===== config.mk =====
export PLATFORM = sky130hd
export DESIGN_NAME = scsi_lane_seq
export DESIGN_NICKNAME = d
export VERILOG_FILES = /design/src/rtl/scsi_lane_pkg.sv /design/src/rtl/lane_plan.sv /design/src/rtl/beat_seq.sv /design/src/rtl/read_pack.sv /design/src/rtl/scsi_lane_seq.sv
export SDC_FILE = /design/constraint.sdc
export NUM_CORES = 1
export LEC_CHECK = 0
export ABC_AREA = 1
export BUFFER_PORTS_ARGS = -buffer_cell sky130_fd_sc_hd__buf_2
export CORE_ASPECT_RATIO = 0.8
export CORE_MARGIN = 2
export CORE_UTILIZATION = 33
export CTS_CLUSTER_SIZE = 12
export DETAILED_ROUTE_END_ITERATION = 8
export SLEW_MARGIN = 5
export SYNTH_ARGS = -nofsm -noshare
export SYNTH_HDL_FRONTEND = slang
export SYNTH_HIERARCHICAL = 1
export SYNTH_SLANG_ARGS = --single-unit

===== constraint.sdc =====
create_clock -name clk -period 2.4 [get_ports clk]
set_input_delay 0.12 -clock clk [delete_from_list [all_inputs] [get_ports clk]]
set_output_delay 0.12 -clock clk [all_outputs]
set_load 0.05 [all_outputs]

===== src/rtl/scsi_lane_pkg.sv =====
package scsi_lane_pkg;
  localparam int PORT_W = 8;
  localparam int REG_W  = 4;
  localparam int CNT_W  = 4;

  typedef logic [PORT_W-1:0] pbyte_t;
  typedef logic [REG_W-1:0]  regno_t;
  typedef logic [CNT_W-1:0]  cnt_t;

  // Decoded description of one bus access
  typedef struct packed {
    cnt_t   beats;      // number of port transactions
    cnt_t   first_lane; // lane index of first byte, lane 0 = most significant
    regno_t regno;      // controller register
    logic   wr;         // direction
    logic   dma;        // pseudo-DMA flag toward the controller
  } xfer_plan_t;
endpackage


===== src/rtl/lane_plan.sv =====
module lane_plan
  import scsi_lane_pkg::*;
#(
  parameter int   LANES       = 4,
  parameter int   HOFS_W      = 9,
  parameter int   REG_LSB     = 3,
  parameter int   RD_REG      = 6,
  parameter int   WR_REG      = 0,
  parameter logic [HOFS_W-1:0] RD_ALIAS = 9'h130,
  parameter logic [HOFS_W-1:0] WR_ALIAS = 9'h100
) (
  input  logic              we,
  input  logic              win,
  input  logic [LANES-1:0]  be,
  input  logic [HOFS_W-1:0] hofs,
  output xfer_plan_t        plan
);
  localparam logic [LANES-1:0] BE_TOP1 = LANES'(1) << (LANES-1);
  localparam logic [LANES-1:0] BE_TOP2 = LANES'(3) << (LANES-2);
  localparam logic [LANES-1:0] BE_ALL  = '1;
  localparam cnt_t             ORD_LANE = cnt_t'(LANES-2);

  cnt_t   win_beats;
  regno_t ord_reg;

  always_comb begin
    if (be == BE_ALL)       win_beats = cnt_t'(LANES);
    else if (be == BE_TOP2) win_beats = cnt_t'(2);
    else if (be == BE_TOP1) win_beats = cnt_t'(1);
    else                    win_beats = '0;
  end

  assign ord_reg = hofs[REG_LSB +: REG_W];

  always_comb begin
    plan.wr = we;
    if (win) begin
      plan.beats      = win_beats;
      plan.first_lane = '0;
      plan.regno      = we ? regno_t'(WR_REG) : regno_t'(RD_REG);
      plan.dma        = 1'b1;
    end else begin
      plan.beats      = cnt_t'(1);
      plan.first_lane = ORD_LANE;
      plan.regno      = ord_reg;
      plan.dma        = we ? ((hofs == WR_ALIAS) && (ord_reg == regno_t'(WR_REG)))
                           : ((hofs == RD_ALIAS) && (ord_reg == regno_t'(RD_REG)));
    end
  end
endmodule


===== src/rtl/beat_seq.sv =====
module beat_seq
  import scsi_lane_pkg::*;
#(
  parameter int BUS_W = 32
) (
  input  logic             clk,
  input  logic             rst,
  input  logic             start,
  input  xfer_plan_t       plan,
  input  logic [BUS_W-1:0] wdata_al,
  output logic             busy,
  output logic             done,
  output logic             stb,
  output logic             we_o,
  output regno_t           reg_o,
  output logic             dma_o,
  output pbyte_t           wbyte_o,
  output cnt_t             lane_o
);
  logic [BUS_W-1:0] shift_q;
  cnt_t             remain_q;

  always_ff @(posedge clk) begin
    if (rst) begin
      busy     <= 1'b0;
      done     <= 1'b0;
      stb      <= 1'b0;
      we_o     <= 1'b0;
      reg_o    <= '0;
      dma_o    <= 1'b0;
      wbyte_o  <= '0;
      lane_o   <= '0;
      shift_q  <= '0;
      remain_q <= '0;
    end else begin
      done <= 1'b0;
      if (start) begin
        we_o   <= plan.wr;
        reg_o  <= plan.regno;
        dma_o  <= plan.dma;
        lane_o <= plan.first_lane;
        if (plan.beats == '0) begin
          done <= 1'b1;
        end else begin
          busy     <= 1'b1;
          stb      <= 1'b1;
          remain_q <= plan.beats - cnt_t'(1);
          wbyte_o  <= wdata_al[BUS_W-1 -: PORT_W];
          shift_q  <= wdata_al << PORT_W;
        end
      end else if (busy) begin
        if (remain_q == '0) begin
          busy <= 1'b0;
          stb  <= 1'b0;
          done <= 1'b1;
        end else begin
          remain_q <= remain_q - cnt_t'(1);
          lane_o   <= lane_o + cnt_t'(1);
          wbyte_o  <= shift_q[BUS_W-1 -: PORT_W];
          shift_q  <= shift_q << PORT_W;
        end
      end
    end
  end
endmodule


===== src/rtl/read_pack.sv =====
module read_pack
  import scsi_lane_pkg::*;
#(
  parameter int BUS_W = 32
) (
  input  logic             clk,
  input  logic             rst,
  input  logic             clear,
  input  logic             cap,
  input  cnt_t             lane,
  input  pbyte_t           byte_in,
  output logic [BUS_W-1:0] rdata
);
  localparam int LANES = BUS_W / PORT_W;

  for (genvar j = 0; j < LANES; j++) begin : g_lane
    always_ff @(posedge clk) begin
      if (rst || clear)
        rdata[BUS_W-1-PORT_W*j -: PORT_W] <= '0;
      else if (cap && (lane == cnt_t'(j)))
        rdata[BUS_W-1-PORT_W*j -: PORT_W] <= byte_in;
    end
  end
endmodule


===== src/rtl/scsi_lane_seq.sv =====
module scsi_lane_seq
  import scsi_lane_pkg::*;
#(
  parameter int BUS_W   = 32,
  parameter int HOFS_W  = 9,
  parameter int REG_LSB = 3,
  parameter int RD_REG  = 6,
  parameter int WR_REG  = 0,
  parameter logic [HOFS_W-1:0] RD_ALIAS = 9'h130,
  parameter logic [HOFS_W-1:0] WR_ALIAS = 9'h100
) (
  input  logic                    clk,
  input  logic                    rst,
  input  logic                    bus_req,
  input  logic                    bus_we,
  input  logic                    bus_win,
  input  logic [BUS_W/PORT_W-1:0] bus_be,
  input  logic [HOFS_W-1:0]       bus_hofs,
  input  logic [BUS_W-1:0]        bus_wdata,
  output logic [BUS_W-1:0]        bus_rdata,
  output logic                    bus_done,
  output logic                    prt_stb,
  output logic                    prt_we,
  output logic [REG_W-1:0]        prt_reg,
  output logic                    prt_dma,
  output logic [PORT_W-1:0]       prt_wdata,
  input  logic [PORT_W-1:0]       prt_rdata
);
  localparam int LANES     = BUS_W / PORT_W;
  localparam int ORD_SHIFT = PORT_W * (LANES - 2);

  xfer_plan_t       plan;
  logic             seq_busy;
  logic             accept;
  logic [BUS_W-1:0] wdata_al;
  cnt_t             cur_lane;

  assign accept   = bus_req & ~seq_busy;
  assign wdata_al = bus_win ? bus_wdata : (bus_wdata << ORD_SHIFT);

  lane_plan #(
    .LANES(LANES), .HOFS_W(HOFS_W), .REG_LSB(REG_LSB),
    .RD_REG(RD_REG), .WR_REG(WR_REG), .RD_ALIAS(RD_ALIAS), .WR_ALIAS(WR_ALIAS)
  ) plan_i (
    .we(bus_we), .win(bus_win), .be(bus_be), .hofs(bus_hofs), .plan(plan)
  );

  beat_seq #(.BUS_W(BUS_W)) seq_i (
    .clk(clk), .rst(rst), .start(accept), .plan(plan), .wdata_al(wdata_al),
    .busy(seq_busy), .done(bus_done), .stb(prt_stb), .we_o(prt_we),
    .reg_o(prt_reg), .dma_o(prt_dma), .wbyte_o(prt_wdata), .lane_o(cur_lane)
  );

  read_pack #(.BUS_W(BUS_W)) pack_i (
    .clk(clk), .rst(rst), .clear(accept), .cap(prt_stb & ~prt_we),
    .lane(cur_lane), .byte_in(prt_rdata), .rdata(bus_rdata)
  );
endmodule


==> results of run 1 <==
[metal layers]
metal / GRT usage / wire, µm / vias to the layer above
met5: 0 / 0 / -
met4: 0.0357 / 108 / 0
met3: 0.0323 / 702 / 11
met2: 0.235 / 4690 / 112
met1: 0.229 / 5900 / 1870
li1: - / - / 2393
[power by group]
| part | internal, mW | switching, mW | total (mW) |
|---|---|---|---|
| logic | 0.375 | 0.896 | 1.27 |
| registers | 1.47 | 0.112 | 1.58 |
| clock network | 0.849 | 0.581 | 1.43 |
[worst max-delay path: stages, from the launching register on]
cell	delay, ps
dfxtp_1	350
nor2_4	260
inv_2	150
buf_4	240
nand2_1	90
o21ai_1	80
ha_1	220
inv_1	50
nand2_1	50
nand2_1	50
nand3_1	60
nand2_1	70
nor2_1	40
[worst paths after layout]
check | start | endpoint | slack (ps)
worst max-delay path | seq_i/busy | seq_i/remain_q[2] | 590
worst min-delay path | bus_we | seq_i/we_o | 60
worst max register to register | seq_i/busy | seq_i/remain_q[2] | 590
worst min register to register | seq_i/wbyte_o[5] | seq_i/wbyte_o[5] | 460
[kinds of logic after synthesis]
family | synth area share
and+or+nand+nor | 0.410
buffers and inverters | 0.169
other | 0.000817
adders and majority gates | 0.00545
DFF | 0.353
AOI/OAI and AO/OA | 0.0605
[synthesized netlist by cell type]
cell	n	area share
nand2_1	263	0.22
inv_1	113	0.092
dfxtp_1	81	0.35
nor2_1	64	0.052
nand3_1	45	0.049
a21oi_1	40	0.044
nand4_1	35	0.048
o21ai_0	13	0.014
buf_2	12	0.013
buf_4	11	0.018
nand2_2	11	0.015
buf_6	10	0.025
clkbuf_1	8	0.0065
nand3_4	4	0.015
inv_2	3	0.0025
ha_1	2	0.0055
nand3_2	2	0.0044
nor3_2	2	0.0044
a211oi_1	1	0.0016
buf_12	1	0.0044
clkbuf_8	1	0.0030
clkinv_2	1	0.0011
conb_1	1	0.00082
inv_4	1	0.0014
inv_8	1	0.0025
nor2_2	1	0.0014
nor2_8	1	0.0044
o21ai_1	1	0.0011
or2_2	1	0.0014
[sequential cells by signal, indices dropped and copies added, names as in the netlist]
signal          flops
seq_i/dma_o         1
seq_i/reg_o         4
seq_i/stb           1
seq_i/shift_q      24
seq_i/busy          1
seq_i/lane_o        4
seq_i/remain_q      4
seq_i/wbyte_o       8
pack_i/rdata       32
seq_i/we_o          1
seq_i/done          1
[cell type report]
| type | instances | share of cell area |
|---|---|---|
| timing repair buffer | 115 | 0.115 |
| clock inverter | 6 | 0.0138 |
| multi-input combinational | 490 | 0.405 |
| clock buffer | 10 | 0.0438 |
| tap | 180 | 0.0413 |
| sequential | 81 | 0.297 |
| inverter | 119 | 0.0839 |
[per-stage QoR]
stage / utilization / total power [mW] / cells / setup slack [ps] / instance area [µm²]
2_1_floorplan: - / 2.64 / 733 / 788 / 4600
3_3_place_gp: 0.379 / 2.88 / 985 / 639 / 5140
3_5_place_dp: 0.379 / 2.88 / 985 / 606 / 5140
4_1_cts: 0.403 / 4.32 / 1001 / 582 / 5460
5_1_grt: 0.403 / 4.54 / 1001 / 362 / 5460
6_report: 0.403 / 4.28 / 1001 / 589 / 5460
==> reports/qor.txt, run 1 <==
Max VDD drop = 0.439 mV
leak pwr = 2.79 nW
Detailed Route Iter0 Violations = 319
number of max-cap violations = 0
final worst-path cycle share = 0.755
via/cell ratio = 4.38
antenna-violating nets left = 0
mapped cell area = 4590 µm²
total CTS buffers = 9
Tmin final = 1810 ps
status = finished, final reports clean
worst-case reg-to-reg path depth = 12
worst setup path class = flop to flop
CTS tree = done
# resized after CTS = 0
hold violation count in the final report = 0
DRC = 0
most common cell after layout, fill and taps aside = nand2_1
vias = 4386
count of buffers from port buffering = 105
die area = 14900 µm²
Setup Viol. Count Final = 0
Final Routed Wirelength = 11400 µm
Rows = 38
overall routing resource usage = 0.156
hold-fix buffer count after cts = 0
Clock Sinks = 81
Setup Skew = 8.26 ps
# IOs = 106
DR WL/cell = 11.4 µm
postcts setup bufs = 0
DR pass1 iterations = 5
Die X = 136 µm
synthesized flop and latch total = 81
core area = 13600 µm²
hold path depth = 3
Chip Height = 109 µm
clock-pin transition on the worst setup and hold timing paths = 60 ps
total grt overflow = 0
nets = 876
pin count of the biggest net entering global routing = 41
crit start category = flop
global placement routability congestion = 0.804
Setup crit end kind = flop
Reg area = 1620 µm²
initial antenna violation count = 0
Critical Path AT = 2050 ps
maximum clock insertion buffer count = 2
DP HPWL = 8100 µm
Synth cell types = 29
setup_tns = 0 ps
vias in the first global route = 3913
CTS H-tree lvls = 3
most frequent cells in the layout = nand2_1 (263), inv_1 (113), buf_2 (105)
largest fanout on the critical path = 22
WP data required = 2630 ps
clock latency on the worst-skew pair = 340 ps
Fillers = 1501
Max-slew headroom = 0.571
antenna cells = 0
fin. max-slew vios = 0
clk root buf = clkbuf_16
register area share after synthesis = 0.353
actual slew at the worst max-slew pin = 642 ps
Syn Inst Count = 730
power per standard cell area = 785 nW/µm²
share of layout cells above drive strength 1 = 0.196
WHS = 62.0 ps
HP Class = input port to flop
Multi-input gate area = 2210 µm²
Initial Util = 0.339
RSZ-0062 raised after global routing = no
YS warnings = 6
first-pass GRT wire length = 18600 µm
Max Fclk = 552 MHz
syn avg cell area = 6.29 µm²
Layout area overhead = 18.9%
No activity file was read; power rests on OpenSTA's default activity.
==> run 2, diff against run 1 <==
clock period = 1.9 ns   (was 2.4 ns; I/O delays follow)
==> reports/qor.txt, run 2 (synthesized netlist as in run 1, its figures left out) <==
WHS = 27.1 ps (-34.9 ps)
vias in the first global route = 3748 (-4.2%)
Final Routed Wirelength = 11400 µm (+0.12%)
via/cell ratio = 4.40 (+0.37%)
number of max-cap violations = 0 (unchanged)
Setup Viol. Count Final = 0 (unchanged)
DP HPWL = 8110 µm (+0.18%)
DR pass1 iterations = 4 (-1)
WP data required = 2170 ps (-460 ps)
Layout area overhead = 20.0%
overall routing resource usage = 0.152 (-0.00428)
setup_tns = 0 ps (unchanged)
max FFs per register = 32 (unchanged)
Fillers = 1487 (-0.93%)
DR WL/cell = 11.3 µm (-0.37%)
most common cell after layout, fill and taps aside = nand2_1
CTS tree = done
crit path max-delay cell type = dfxtp_1
Setup crit end kind = flop
power per standard cell area = 1030 nW/µm² (+31%)
core area = 13600 µm² (unchanged)
share of layout cells above drive strength 1 = 0.200 (+0.00366)
antenna-violating nets left = 0 (unchanged)
count of buffers from port buffering = 105 (unchanged)
maximum clock insertion buffer count = 2 (unchanged)
first-pass GRT wire length = 17900 µm (-3.6%)
actual slew at the worst max-slew pin = 538 ps (-104 ps)
die area = 14900 µm² (unchanged)
Largest regs = pack_i/rdata x32, seq_i/shift_q x24, seq_i/wbyte_o x8
vias = 4424 (+0.87%)
M1 WL = 5900 µm (about the same)
clk root buf = clkbuf_16
crit path cell chain = inv_1, nor2_1, nand2_2, inv_4, nand3_4, nand2_1, inv_1, nor2_1
HP Class = input port to flop
fin. max-slew vios = 0 (unchanged)
hold violation count in the final report = 0 (unchanged)
Multi-input gate area = 2210 µm² (unchanged)
reg2reg setup slack = 370 ps (-220 ps)
Chip Height = 109 µm (unchanged)
uppermost layer routed = met4
# IOs = 106 (unchanged)
Tmin final = 1530 ps (-280 ps)
RSZ-0062 raised after global routing = no
WL met3 = 688 µm (-2.0%)
Rows = 38 (unchanged)
Critical Path AT = 1800 ps (-250 ps)
Clock Sinks = 81 (unchanged)
Initial Util = 0.339 (unchanged)
clock-pin transition on the worst setup and hold timing paths = 60 ps (about the same)
DRC = 0 (unchanged)
clock latency on the worst-skew pair = 340 ps (about the same)
Max-slew headroom = 0.641 (+0.0701)
met2 WL post-DR = 4720 µm (+0.73%)
Setup Skew = 5.96 ps (-2.30 ps)
pin count of the biggest net entering global routing = 39 (-4.9%)
total grt overflow = 0 (unchanged)
postcts setup bufs = 0 (unchanged)
Die X = 136 µm (unchanged)
antenna cells = 0 (unchanged)
largest fanout on the critical path = 18 (-18%)
Detailed Route Iter0 Violations = 304 (-4.7%)
global placement routability congestion = 0.800 (-0.49%)
# resized after CTS = 0 (unchanged)
Max VDD drop = 0.411 mV (-6.2%)
nets = 881 (+0.57%)
CP top delay family = simple AND/OR/NAND/NOR gates
Max Fclk = 653 MHz (+18%)
leak pwr = 2.82 nW (+1.2%)
final worst-path cycle share = 0.806 (+0.0512)
status = finished, final reports clean
CP bufs+invs = 3 (unchanged)
worst setup path class = flop to flop
crit-path max cell delay = 390 ps (+40 ps)
initial antenna violation count = 0 (unchanged)
Largest Register = pack_i/rdata
total CTS buffers = 9 (unchanged)
most frequent cells in the layout = nand2_1 (263), inv_1 (113), buf_2 (105)
crit start category = flop
Reg area = 1620 µm² (unchanged)
CTS H-tree lvls = 3 (unchanged)
[run 2: changes by cell type in the layout (fill, tap and decap cells not counted), sizes merged]
| cell | delta |
|---|---|
| bufinv | +2 |
| clkinvlp | -1 |
| inv | +1 |
| clkinv | -1 |
| buf | +4 |
| dlygate4sd3 | +1 |
| clkbuf | -1 |
[run 2: path summary, 6_finish.rpt]
path / startpoint / end / cells past startpoint
worst max-delay path: seq_i/stb / pack_i/rdata[18] / 8
worst min-delay path: bus_we / seq_i/we_o / 3
worst max register to register: seq_i/stb / pack_i/rdata[18] / 8
worst min register to register: seq_i/wbyte_o[3] / seq_i/wbyte_o[3] / 2
[run 2: where the power goes]
group	switching, mW	leakage (nW)	total (mW)	internal [mW]
registers	0.112	0.659	1.97	1.85
clock network	0.758	0.171	2.06	1.30
logic	1.16	1.99	1.63	0.470
[run 2: metal layers]
metal / GRT usage / vias to the layer above
li1: - / 2410
met1: 0.217 / 1913
met2: 0.229 / 91
met3: 0.0378 / 10
met4: 0.0402 / 0
met5: 0 / -
[run 2: timing repair]
action | in CTS | in global routing
setup endpoints to repair | 0 | 0
hold endpoints to repair | 1 | 0
hold buffers | 1 | 0
[run 2: final cells by class]
class                      instances  share of cell area
clock buffer                       9              0.0409
inverter                         119              0.0832
sequential                        81               0.294
multi-input combinational        490               0.401
timing repair buffer             120               0.116
clock inverter                     7              0.0227
tap                              180              0.0409
[run 2: through the flow]
step,cells,cell area [µm²],total power [mW],setup WS (ps),util
2_1_floorplan,733,4600,3.33,288,-
3_3_place_gp,989,5150,3.62,404,0.380
3_5_place_dp,989,5150,3.63,370,0.380
4_1_cts,1006,5510,5.71,351,0.406
5_1_grt,1006,5510,5.96,184,0.406
6_report,1006,5510,5.65,369,0.406
[run 2: tightest hold or removal path, stage by stage]
cell and delay [ps]:
buf_2 100, nor2_1 50, nor2_1 80
